**config.mk**
```make
export PLATFORM = sky130hd
export DESIGN_NAME = env_irq_flags
export DESIGN_NICKNAME = d
export VERILOG_FILES = /design/src/rtl/env_irq_flags.sv
export SDC_FILE = /design/constraint.sdc
export NUM_CORES = 1
export LEC_CHECK = 0
export ABC_AREA = 1
export BUFFER_PORTS_ARGS = -buffer_cell sky130_fd_sc_hd__buf_2
export CAP_MARGIN = 25
export CORE_AREA = 2 2 242 244
export DETAILED_ROUTE_END_ITERATION = 8
export DIE_AREA = 0 0 244 246
export GPL_TIMING_DRIVEN = 1
export MAX_ROUTING_LAYER = met4
export PLACE_DENSITY_LB_ADDON = 0.12
export SYNTH_ARGS = -nofsm -noshare
export SYNTH_HDL_FRONTEND = slang
export SYNTH_SLANG_ARGS = --single-unit
export TNS_END_PERCENT = 10
```
**constraint.sdc**
```tcl
create_clock -name clk -period 1.63 [get_ports clk]
set_input_delay 0.163 -clock clk [delete_from_list [all_inputs] [get_ports clk]]
set_output_delay 0.163 -clock clk [all_outputs]
set_load 0.1 [all_outputs]
```
**src/rtl/env_irq_flags.sv**
```systemverilog
module env_irq_flags #(
  parameter int CHANNELS = 32,
  parameter int ENV_W = 16,
  parameter logic [ENV_W-1:0] DROP_LIMIT = 16'h0FFF
) (
  input  logic                      clk,
  input  logic                      rst_n,
  input  logic                      tog_ie,
  input  logic                      drop_ie,
  input  logic [CHANNELS-1:0]       env_toggle,
  input  logic [CHANNELS*ENV_W-1:0] env_level,
  input  logic                      wr_en,
  input  logic [CHANNELS-1:0]       wr_data,
  output logic [CHANNELS-1:0]       flags,
  output logic                      irq
);

  logic [CHANNELS-1:0] below;
  logic [CHANNELS-1:0] set_vec;
  logic [CHANNELS-1:0] clr_vec;
  logic [CHANNELS-1:0] flags_nx;

  for (genvar ch = 0; ch < CHANNELS; ch++) begin : g_cmp
    assign below[ch] = env_level[ch*ENV_W +: ENV_W] <= DROP_LIMIT;
  end

  assign set_vec  = ({CHANNELS{tog_ie}} & env_toggle) | ({CHANNELS{drop_ie}} & below);
  assign clr_vec  = {CHANNELS{wr_en}} & wr_data;
  assign flags_nx = (flags & ~clr_vec) | set_vec;

  always_ff @(posedge clk) begin
    if (!rst_n) begin
      flags <= '0;
      irq   <= 1'b0;
    end else begin
      flags <= flags_nx;
      irq   <= |(flags_nx & ~flags);
    end
  end

endmodule

```
==> results of run 1 <==
## per-stage QoR
stage	TNS (ps)	hold WS [ps]	utilization (%)	instance area, µm²
2_1_floorplan	0	350	-	2260
3_3_place_gp	-89.1	471	7.83	4490
3_5_place_dp	-117	466	7.83	4490
4_1_cts	0	128	8.13	4660
5_1_grt	0	156	8.14	4670
6_report	0	150	8.14	4670
## worst max-delay path by stage
stage | startpoint | slack, ps | cells past startpoint | end
2_1_floorplan | flags[11] | 20 | 10 | irq
4_1_cts | drop_ie | 200 | 11 | irq
3_3_place_gp | drop_ie | -90 | 11 | irq
5_1_grt | flags[10] | 80 | 10 | irq
6_report | flags[27] | 280 | 11 | irq
3_5_place_dp | drop_ie | -120 | 11 | irq
## layout make-up
class	instances	area share (%)
Clock inverter	1	0.643
Multi-Input combinational cell	330	29.4
Inverter	44	3.54
Clock buffer	7	3.05
Antenna cell	3	0.161
Sequential cell	33	14.1
Timing Repair Buffer	244	28.6
Tap cell	765	20.5
## cell usage in the layout, fill, tap and decap left out
cell type | Yosys | final
a21oi_1 | 12 | 12
buf_12 | 0 | 6
inv_1 | 41 | 40
nor2_1 | 74 | 74
nand3_1 | 53 | 53
buf_2 | 8 | 229
a31oi_1 | 21 | 21
diode_2 | 0 | 3
inv_2 | 3 | 4
clkbuf_8 | 0 | 1
clkbuf_16 | 0 | 5
dfxtp_1 | 33 | 33
bufinv_16 | 0 | 1
nand2_1 | 170 | 170
clkbuf_1 | 0 | 1
buf_4 | 1 | 9
## cell usage after synthesis
library cell    n
a31oi_1        21
nand3_1        53
buf_4           1
a21oi_1        12
buf_2           8
nor2_1         74
buf_1           3
dfxtp_1        33
nand2_1       170
inv_2           3
inv_1          41
## worst min-delay path, stage by stage
cell,delay (ps)
buf_2,90
nand2_1,70
a31oi_1,70
## cell families after synthesis
kind of cell           after synthesis  synth area share [%]
AO/OA/AOI/OAI                       33                  8.48
buffers and inverters               56                  9.92
flip-flops                          33                  29.3
AND/OR/NAND/NOR                    297                  52.3
## metal layers
| metal | GRT usage (%) | wire (µm) | vias up |
|---|---|---|---|
| met5 | - | 0 | - |
| met4 | 1.09 | 184 | 0 |
| met3 | 1.74 | 1160 | 10 |
| met2 | 9.01 | 7550 | 146 |
| met1 | 6.40 | 7070 | 1397 |
| li1 | - | - | 1796 |
## registers in the layout, summed over array words and instances (netlist names)
register  flops
irq           1
flags        32
## power groups by stage
stage | registers [mW] | logic (mW) | clock network, mW
final | 0.909 | 1.18 | 1.21
after global routing | 0.921 | 1.31 | 1.32
after CTS | 0.911 | 1.22 | 1.30
after detailed placement | 0.929 | 1.22 | 0
after global placement | 0.930 | 1.22 | 0
after floorplan | 1.33 | 0.318 | 0
==> flow_metrics.tcl, run 1 <==
set metrics [dict create \
    setup_viol 0 \
    outcome "complete, no violations" \
    relSlewSlack_pct 64.1 \
    drtPass1Iterations 4 \
    worst_slack_ps 281 \
    synthDistinctLibCells 11 \
    ys_warn_count 0 \
    post-synth-top-area-fraction_pct 29.3 \
    fillCellCount 6831 \
    seq_power_share_pct 27.5 \
    hold_class "in -> reg" \
    worst_setup_path_start_kind "register" \
    critPathSlowestCell "dfxtp_1" \
    crit_fanout 3 \
    antenna_found_initial 4 \
    ys_ff_latch 33 \
    syn_avg_cell_area_um2 5.39 \
    drt_drc_violations_left 0 \
    clock-sinks 33 \
    drtIter0Drc 86 \
    numPlacedInstances 1416 \
    min_to "flags[24]" \
    drtAntennaViolNets 0 \
    clk_latency_ps 300 \
    seq_area_frac_synth_pct 29.3 \
    tightestPinTransition_ps 542 \
    seq_area_um2 661 \
    ys_top_cells_by_area "dfxtp_1, nand2_1, nor2_1, nand3_1, inv_1" \
    die_x_um 244 \
    p_int_mw 2.01 \
    path_cells "nand2_1 -> nand2_1 -> inv_1 -> nand2_1 -> nand2_1 -> nand2_1 -> nor2_1 -> nand2_1 -> nor2_1 -> buf_4 -> a21oi_1" \
    place_ws_ps -117 \
    post_cts_buffers 0 \
    ios 614 \
    path_clk_slew_ps 70 \
    design.core.area_mm2 0.0574 \
    clockPowerShare_pct 36.7 \
    rows 88 \
    multiInputGateArea_mm2 0.00137 \
    synth_cells 419 \
    hold_viol 0 \
    p_leak_nw 2.24 \
    cts_resized 0 \
    die_height_um 246 \
    area_delta_synth_final_pct 107 \
    clock_skew_ps 7.66 \
    synth_nets 1000 \
    avgRoutedWirePerCell_um 11.2 \
    gp_congestion 0.680 \
    port_buffers 229 \
    fin_cells 1427 \
    die_area_mm2 0.0600 \
    hpwlAfterDp_um 13700 \
    worstHoldStart "env_toggle[24]" \
    crit_arrival_ps 1530 \
    layout-drive-gt1-share_pct 38.7 \
    routed_via_density 2.35 \
    path_class "reg -> reg" \
    critPathRequiredTime_ps 1810 \
    pwr-share-comb_pct 35.8 \
    syn-cell-area_mm2 0.00226 \
    switching_power_mw 1.30 \
    cap_violations 0 \
    grt_pass1_wl_um 22200 \
    cts_root_buffer "clkbuf_16" \
    tritoncts "yes" \
    cts_buffer_depth 2 \
    critPathCaptureType "register" \
    cts_max_level 2 \
    min_period_ps 1350 \
    hold-path-cell-count 3 \
    wirelength_um 16000 \
    drv_slew 0 \
    cpPeakStageDelay_ps 330 \
    power_density_mw_per_mm2 707 \
    finalCritPeriodShare_pct 82.7 \
    grt_max_degree 24 \
    via_count 3349 \
    grt-ovfl-total 0 \
    start_util_pct 3.93 \
    rsz0062_at_grt "false" \
    gr-usage-all-layers_pct 5.42 \
    cp_common_cell "nand2_1" \
    p_total_mw 3.30 \
    r2r_cells 11 \
    rr_endpoint "irq" \
    grt_pass1_vias 3414 \
    nets 1239 \
    cpLargestDelayFamily "simple AND/OR/NAND/NOR gates" \
    max_freq_mhz 741 \
    netSwitchingFraction_pct 39.3 \
    rrSetupSlack_ps 280 \
    r2r_start "flags[27]" \
    synth_top_cell_by_area "dfxtp_1" \
    hold_buffers 0 \
    vdd_drop_max_mv 0.273 \
    cts_made_buffers 5 \
    cp.buffers_inverters 2 \
]
Note: power is estimated with default switching activity, not from simulation.
==> run 2: changes to the inputs <==
--- a/config.mk
+++ b/config.mk
@@ -8,9 +8,9 @@
 export ABC_AREA = 1
 export BUFFER_PORTS_ARGS = -buffer_cell sky130_fd_sc_hd__buf_2
 export CAP_MARGIN = 25
-export CORE_AREA = 2 2 242 244
+export CORE_AREA = 2 2 239 241
 export DETAILED_ROUTE_END_ITERATION = 8
-export DIE_AREA = 0 0 244 246
+export DIE_AREA = 0 0 241 243
 export GPL_TIMING_DRIVEN = 1
 export MAX_ROUTING_LAYER = met4
 export PLACE_DENSITY_LB_ADDON = 0.12
==> constraint.sdc (replaced) <==
create_clock -name clk -period 1.1 [get_ports clk]
set_input_delay 0.11 -clock clk [delete_from_list [all_inputs] [get_ports clk]]
set_output_delay 0.11 -clock clk [all_outputs]
set_load 0.1 [all_outputs]
==> flow_metrics.tcl, run 2 (synthesis results as in run 1) <==
set metrics [dict create \
    worst_setup_path_start_kind "register" \
    p_int_mw 3.08 \
    numPlacedInstances 1458 \
    start_util_pct 4.03 \
    grt_max_degree 34 \
    cap_violations 0 \
    cts_made_buffers 5 \
    drt_drc_violations_left 0 \
    p_total_mw 5.15 \
    rrSetupSlack_ps -80 \
    final_common_cell "buf_2" \
    nets 1293 \
    seq_power_share_pct 25.8 \
    rsz0062_at_grt "true" \
    cp_common_cell "nand2_1" \
    clock_skew_ps 6.26 \
    clockPowerShare_pct 29.0 \
    largest_reg_flops 32 \
    drtIter0Drc 81 \
    path_class "reg -> reg" \
    drtPass1Iterations 4 \
    grt_pass1_wl_um 24500 \
    die_height_um 243 \
    crit_end "irq" \
    setup_viol 3 \
    critPathSlowestCell "dfxtp_4" \
    max_freq_mhz 850 \
    hold_viol 0 \
    tritoncts "yes" \
    cpLargestDelayFamily "simple AND/OR/NAND/NOR gates" \
    routed_via_density 2.43 \
    antenna_found_initial 3 \
    cpPeakStageDelay_ps 350 \
    worst_slack_ps -77.0 \
    netSwitchingFraction_pct 40.2 \
    rr_endpoint "irq" \
    crit_fanout 3 \
    cp.buffers_inverters 0 \
    gr-usage-all-layers_pct 6.17 \
    place_ws_ps -650 \
    cts_max_level 2 \
    clock-sinks 33 \
    clk_latency_ps 300 \
    worstHoldStart "env_toggle[28]" \
    pwr-share-comb_pct 45.1 \
    crit_arrival_ps 1360 \
    violations "setup timing" \
    p_leak_nw 2.64 \
    hold_class "in -> reg" \
    mostFrequentLayoutCells "buf_2, nand2_1, nor2_1, buf_4, nand3_1" \
    cp.depth 8 \
    power_density_mw_per_mm2 901 \
    rows 87 \
    area_delta_synth_final_pct 153 \
    vdd_drop_max_mv 0.405 \
    relSlewSlack_pct 80.3 \
    die_x_um 241 \
    grt-ovfl-total 0 \
    critPathCaptureType "register" \
    port_buffers 229 \
    cts_buffer_depth 2 \
    min_period_ps 1180 \
    seq_area_um2 781 \
    ios 614 \
    grt_pass1_vias 3624 \
    hold_buffers 0 \
    top_register "flags" \
    via_count 3575 \
    cts_root_buffer "clkbuf_16" \
    path_cells "nand2_1 -> nand3_1 -> nand2_1 -> nand2_1 -> nor2_2 -> nand2_2 -> nor2_4 -> a21oi_1" \
    die_area_mm2 0.0586 \
    critPathRequiredTime_ps 1280 \
    outcome "complete, but fails checks" \
    r2r_start "flags[18]" \
    fin_cells 1470 \
    avgRoutedWirePerCell_um 12.0 \
    hold_slack_ps 89.9 \
    fillCellCount 6627 \
    top_regs "flags (32), irq (1)" \
    hpwlAfterDp_um 15400 \
    wirelength_um 17600 \
    layout-drive-gt1-share_pct 49.7 \
    design.core.area_mm2 0.0560 \
    r2r_cells 8 \
    gp_congestion 0.675 \
    tightestPinTransition_ps 294 \
    drtAntennaViolNets 0 \
    multiInputGateArea_mm2 0.00143 \
    path_clk_slew_ps 70 \
    switching_power_mw 2.07 \
    finalCritPeriodShare_pct 107 \
    startpoint "flags[18]" \
    drv_slew 0 \
]
## run 2: changes by cell type in the layout (fill, tap and decap cells not counted), moves of 2 or more
| cell | change |
|---|---|
| buf_4 | +49 |
| buf_2 | -34 |
| buf_12 | +33 |
| dfxtp_1 | -32 |
| dfxtp_4 | +32 |
| nand2_1 | -9 |
| nand2_2 | +8 |
| buf_6 | +6 |
| nor2_1 | -6 |
| nor2_2 | +5 |
| clkinv_1 | +2 |
## run 2: what timing repair did
item	in CTS	in global routing
pin swaps	6	8
setup buffers	1	2
resized for setup	14	11
setup endpoints to repair	3	3
gates cloned	0	0
## run 2: layout make-up
class	instances	area share [%]
Antenna cell	2	0.0876
Timing Repair Buffer	298	39.5
Clock buffer	6	2.26
Tap cell	756	16.6
Sequential cell	33	13.7
Inverter	44	2.89
Multi-Input combinational cell	330	24.9
Clock inverter	1	0.0657
## run 2: how the worst min path moves through the flow
stage                     slack (ps)   endpoint  cells after the start
after floorplan                  290  flags[10]                      2
after global placement           420  flags[18]                      3
after detailed placement         410  flags[28]                      3
after CTS                         70  flags[28]                      3
after global routing              90  flags[25]                      3
final                             90  flags[28]                      3
## run 2: layer usage
metal | GRT usage, % | wire (µm) | vias up
li1 | - | - | 1906
met1 | 6.89 | 7220 | 1517
met2 | 10.4 | 8670 | 140
met3 | 2.49 | 1580 | 12
met4 | 0.980 | 118 | 0
met5 | - | 0 | -
## run 2: through the flow
step	cell area, µm²	util (%)	TNS [ps]
2_1_floorplan	2380	-	-39.3
3_3_place_gp	5480	9.79	-1740
3_5_place_dp	5480	9.79	-1940
4_1_cts	5660	10.1	-284
5_1_grt	5710	10.2	-345
6_report	5710	10.2	-140
## run 2: power by group through the flow
stage | clock [mW] | sequential, mW | combinational [mW]
finish | 1.49 | 1.33 | 2.32
global placement | 0 | 1.36 | 2.35
CTS | 1.61 | 1.33 | 2.37
global route | 1.62 | 1.35 | 2.53
detailed placement | 0 | 1.36 | 2.33
floorplan | 0 | 1.96 | 0.466
## run 2: worst min-delay path: cells and delay by family
kind | cells | cell delay (ps)
buf+inv | 1 | 90
simple gates | 1 | 70
compound gates | 1 | 70
==> run 3: changes to the inputs <==
--- a/config.mk
+++ b/config.mk
@@ -13,7 +13,7 @@
 export DIE_AREA = 0 0 241 243
 export GPL_TIMING_DRIVEN = 1
 export MAX_ROUTING_LAYER = met4
-export PLACE_DENSITY_LB_ADDON = 0.12
+export PLACE_DENSITY_LB_ADDON = 0.08
 export SYNTH_ARGS = -nofsm -noshare
 export SYNTH_HDL_FRONTEND = slang
 export SYNTH_SLANG_ARGS = --single-unit
==> flow_metrics.tcl, run 3 (synthesis results as in run 1) <==
set metrics [dict create \
    avgRoutedWirePerCell_um 12.6 \
    cts_buffer_depth 2 \
    drtIter0Drc 80 \
    finalCritPeriodShare_pct 103 \
    crit_fanout 2 \
    setup_tns_ps -89.8 \
    top_register "flags" \
    relSlewSlack_pct 79.6 \
    critPathSlowestCell "dfxtp_4" \
    start_util_pct 4.03 \
    tritoncts "yes" \
    cap_violations 0 \
    final_common_cell "buf_2" \
    grt_max_degree 21 \
    tightestPinTransition_ps 304 \
    nets 1299 \
    startpoint "flags[27]" \
    grt-ovfl-total 0 \
    max_freq_mhz 883 \
    routed_via_density 2.43 \
    area_delta_synth_final_pct 158 \
    gr-usage-all-layers_pct 6.55 \
    die_x_um 241 \
    die_height_um 243 \
    grt_pass1_wl_um 25800 \
    top_regs "flags (32), irq (1)" \
    drt_drc_violations_left 0 \
    placed_cell_area_mm2 0.00553 \
    hold_class "in -> reg" \
    largest_reg_flops 32 \
    design.core.area_mm2 0.0560 \
    drtPass1Iterations 4 \
    cts_max_level 2 \
    die_area_mm2 0.0586 \
    path_clk_slew_ps 70 \
    final_cell_area_mm2 0.00582 \
    antenna_found_initial 10 \
    port_buffers 229 \
    min_period_ps 1130 \
    critPathCaptureType "register" \
    outcome "complete, but fails checks" \
    r2r_start "flags[27]" \
    gp_congestion 0.660 \
    r2r_cells 10 \
    wirelength_um 18700 \
    violations "setup timing" \
    setup_viol 3 \
    clock_skew_ps 12.2 \
    place_ws_ps -499 \
    p_total_mw 5.22 \
    cpPeakStageDelay_ps 350 \
    post-route-util_pct 10.4 \
    cp.depth 10 \
    cts_made_buffers 5 \
    p_leak_nw 2.69 \
    worst_slack_ps -32.8 \
    cp_common_cell "nand2_1" \
    hold_viol 0 \
    crit_end "irq" \
    fillCellCount 6643 \
    power_density_mw_per_mm2 896 \
    clk_latency_ps 290 \
    rr_endpoint "irq" \
    grt_pass1_vias 3812 \
    critPathRequiredTime_ps 1280 \
    via_count 3599 \
    fin_cells 1479 \
    worst_setup_path_start_kind "register" \
    layout-drive-gt1-share_pct 52.3 \
    drtAntennaViolNets 0 \
    path_class "reg -> reg" \
    cp.buffers_inverters 1 \
    vdd_drop_max_mv 0.476 \
    crit_arrival_ps 1320 \
    rows 87 \
    mostFrequentLayoutCells "buf_2, nand2_1, nor2_1, buf_4, nand3_1" \
    rrSetupSlack_ps -30 \
    drv_slew 0 \
    clock-sinks 33 \
    cpLargestDelayFamily "simple AND/OR/NAND/NOR gates" \
    hpwlAfterDp_um 16300 \
    ios 614 \
    rsz0062_at_grt "true" \
    numPlacedInstances 1464 \
    cts_root_buffer "clkbuf_16" \
    path_cells "nand2_1 -> nand2_1 -> inv_1 -> nand2_1 -> nand2_1 -> nand2_2 -> nor2_4 -> nand2_2 -> nor2_1 -> a21oi_1" \
    hold_slack_ps 97.1 \
]
## run 3: changes by cell type in the layout (fill, tap and decap cells not counted), sizes merged
cell	before	now
buf	298	304
diode	2	4
clkinv	2	1
clkbuf	6	7
inv	43	44
## run 3: how the worst min path moves through the flow
stage / startpoint / end / slack [ps] / cells after the start
after floorplan: drop_ie / flags[10] / 290 / 2
after global placement: env_toggle[26] / flags[26] / 410 / 3
after detailed placement: env_toggle[25] / flags[25] / 410 / 3
after CTS: env_toggle[25] / flags[25] / 90 / 3
after global routing: env_toggle[1] / flags[1] / 110 / 3
final: env_level[335] / flags[20] / 100 / 4
## run 3: layer usage
layer  global-route usage [%]  wire length [µm]  up-vias
met1                     6.80              7170     1517
met5                        -                 0        -
li1                         -                 -     1924
met4                     1.80               353        0
met3                     2.24              1480       23
met2                     11.7              9670      135
## run 3: worst register-to-register path, cell delays in order, from the launching register on
cell and delay [ps]:
dfxtp_4 350, nand2_1 50, nand2_1 40, inv_1 60, nand2_1 60, nand2_1 70, nand2_2 70, nor2_4 100
nand2_2 60, nor2_1 90, a21oi_1 80
## run 3: cell type report
type	count	area, µm²	area share, %
timing repair buffer	304	2310	39.7
multi-input combinational	330	1470	25.2
tap	756	946	16.2
sequential	33	781	13.4
inverter	44	165	2.84
clock buffer	7	133	2.28
antenna	4	10.0	0.172
clock inverter	1	5.00	0.0859
## run 3: timing repair
item | CTS | global route
pin swaps | 14 | 19
resized for setup | 10 | 28
hold buffers | 0 | 0
buffers inserted | 2 | 1
setup endpoints to repair | 2 | 5
## run 3: power by group
group	switching, mW	internal (mW)	total (mW)	leakage [nW]
Sequential	0.0749	1.26	1.34	0.294
Clock	0.664	0.842	1.51	0.0679
Combinational	1.35	1.02	2.37	2.33
Total	2.09	3.13	5.22	2.69
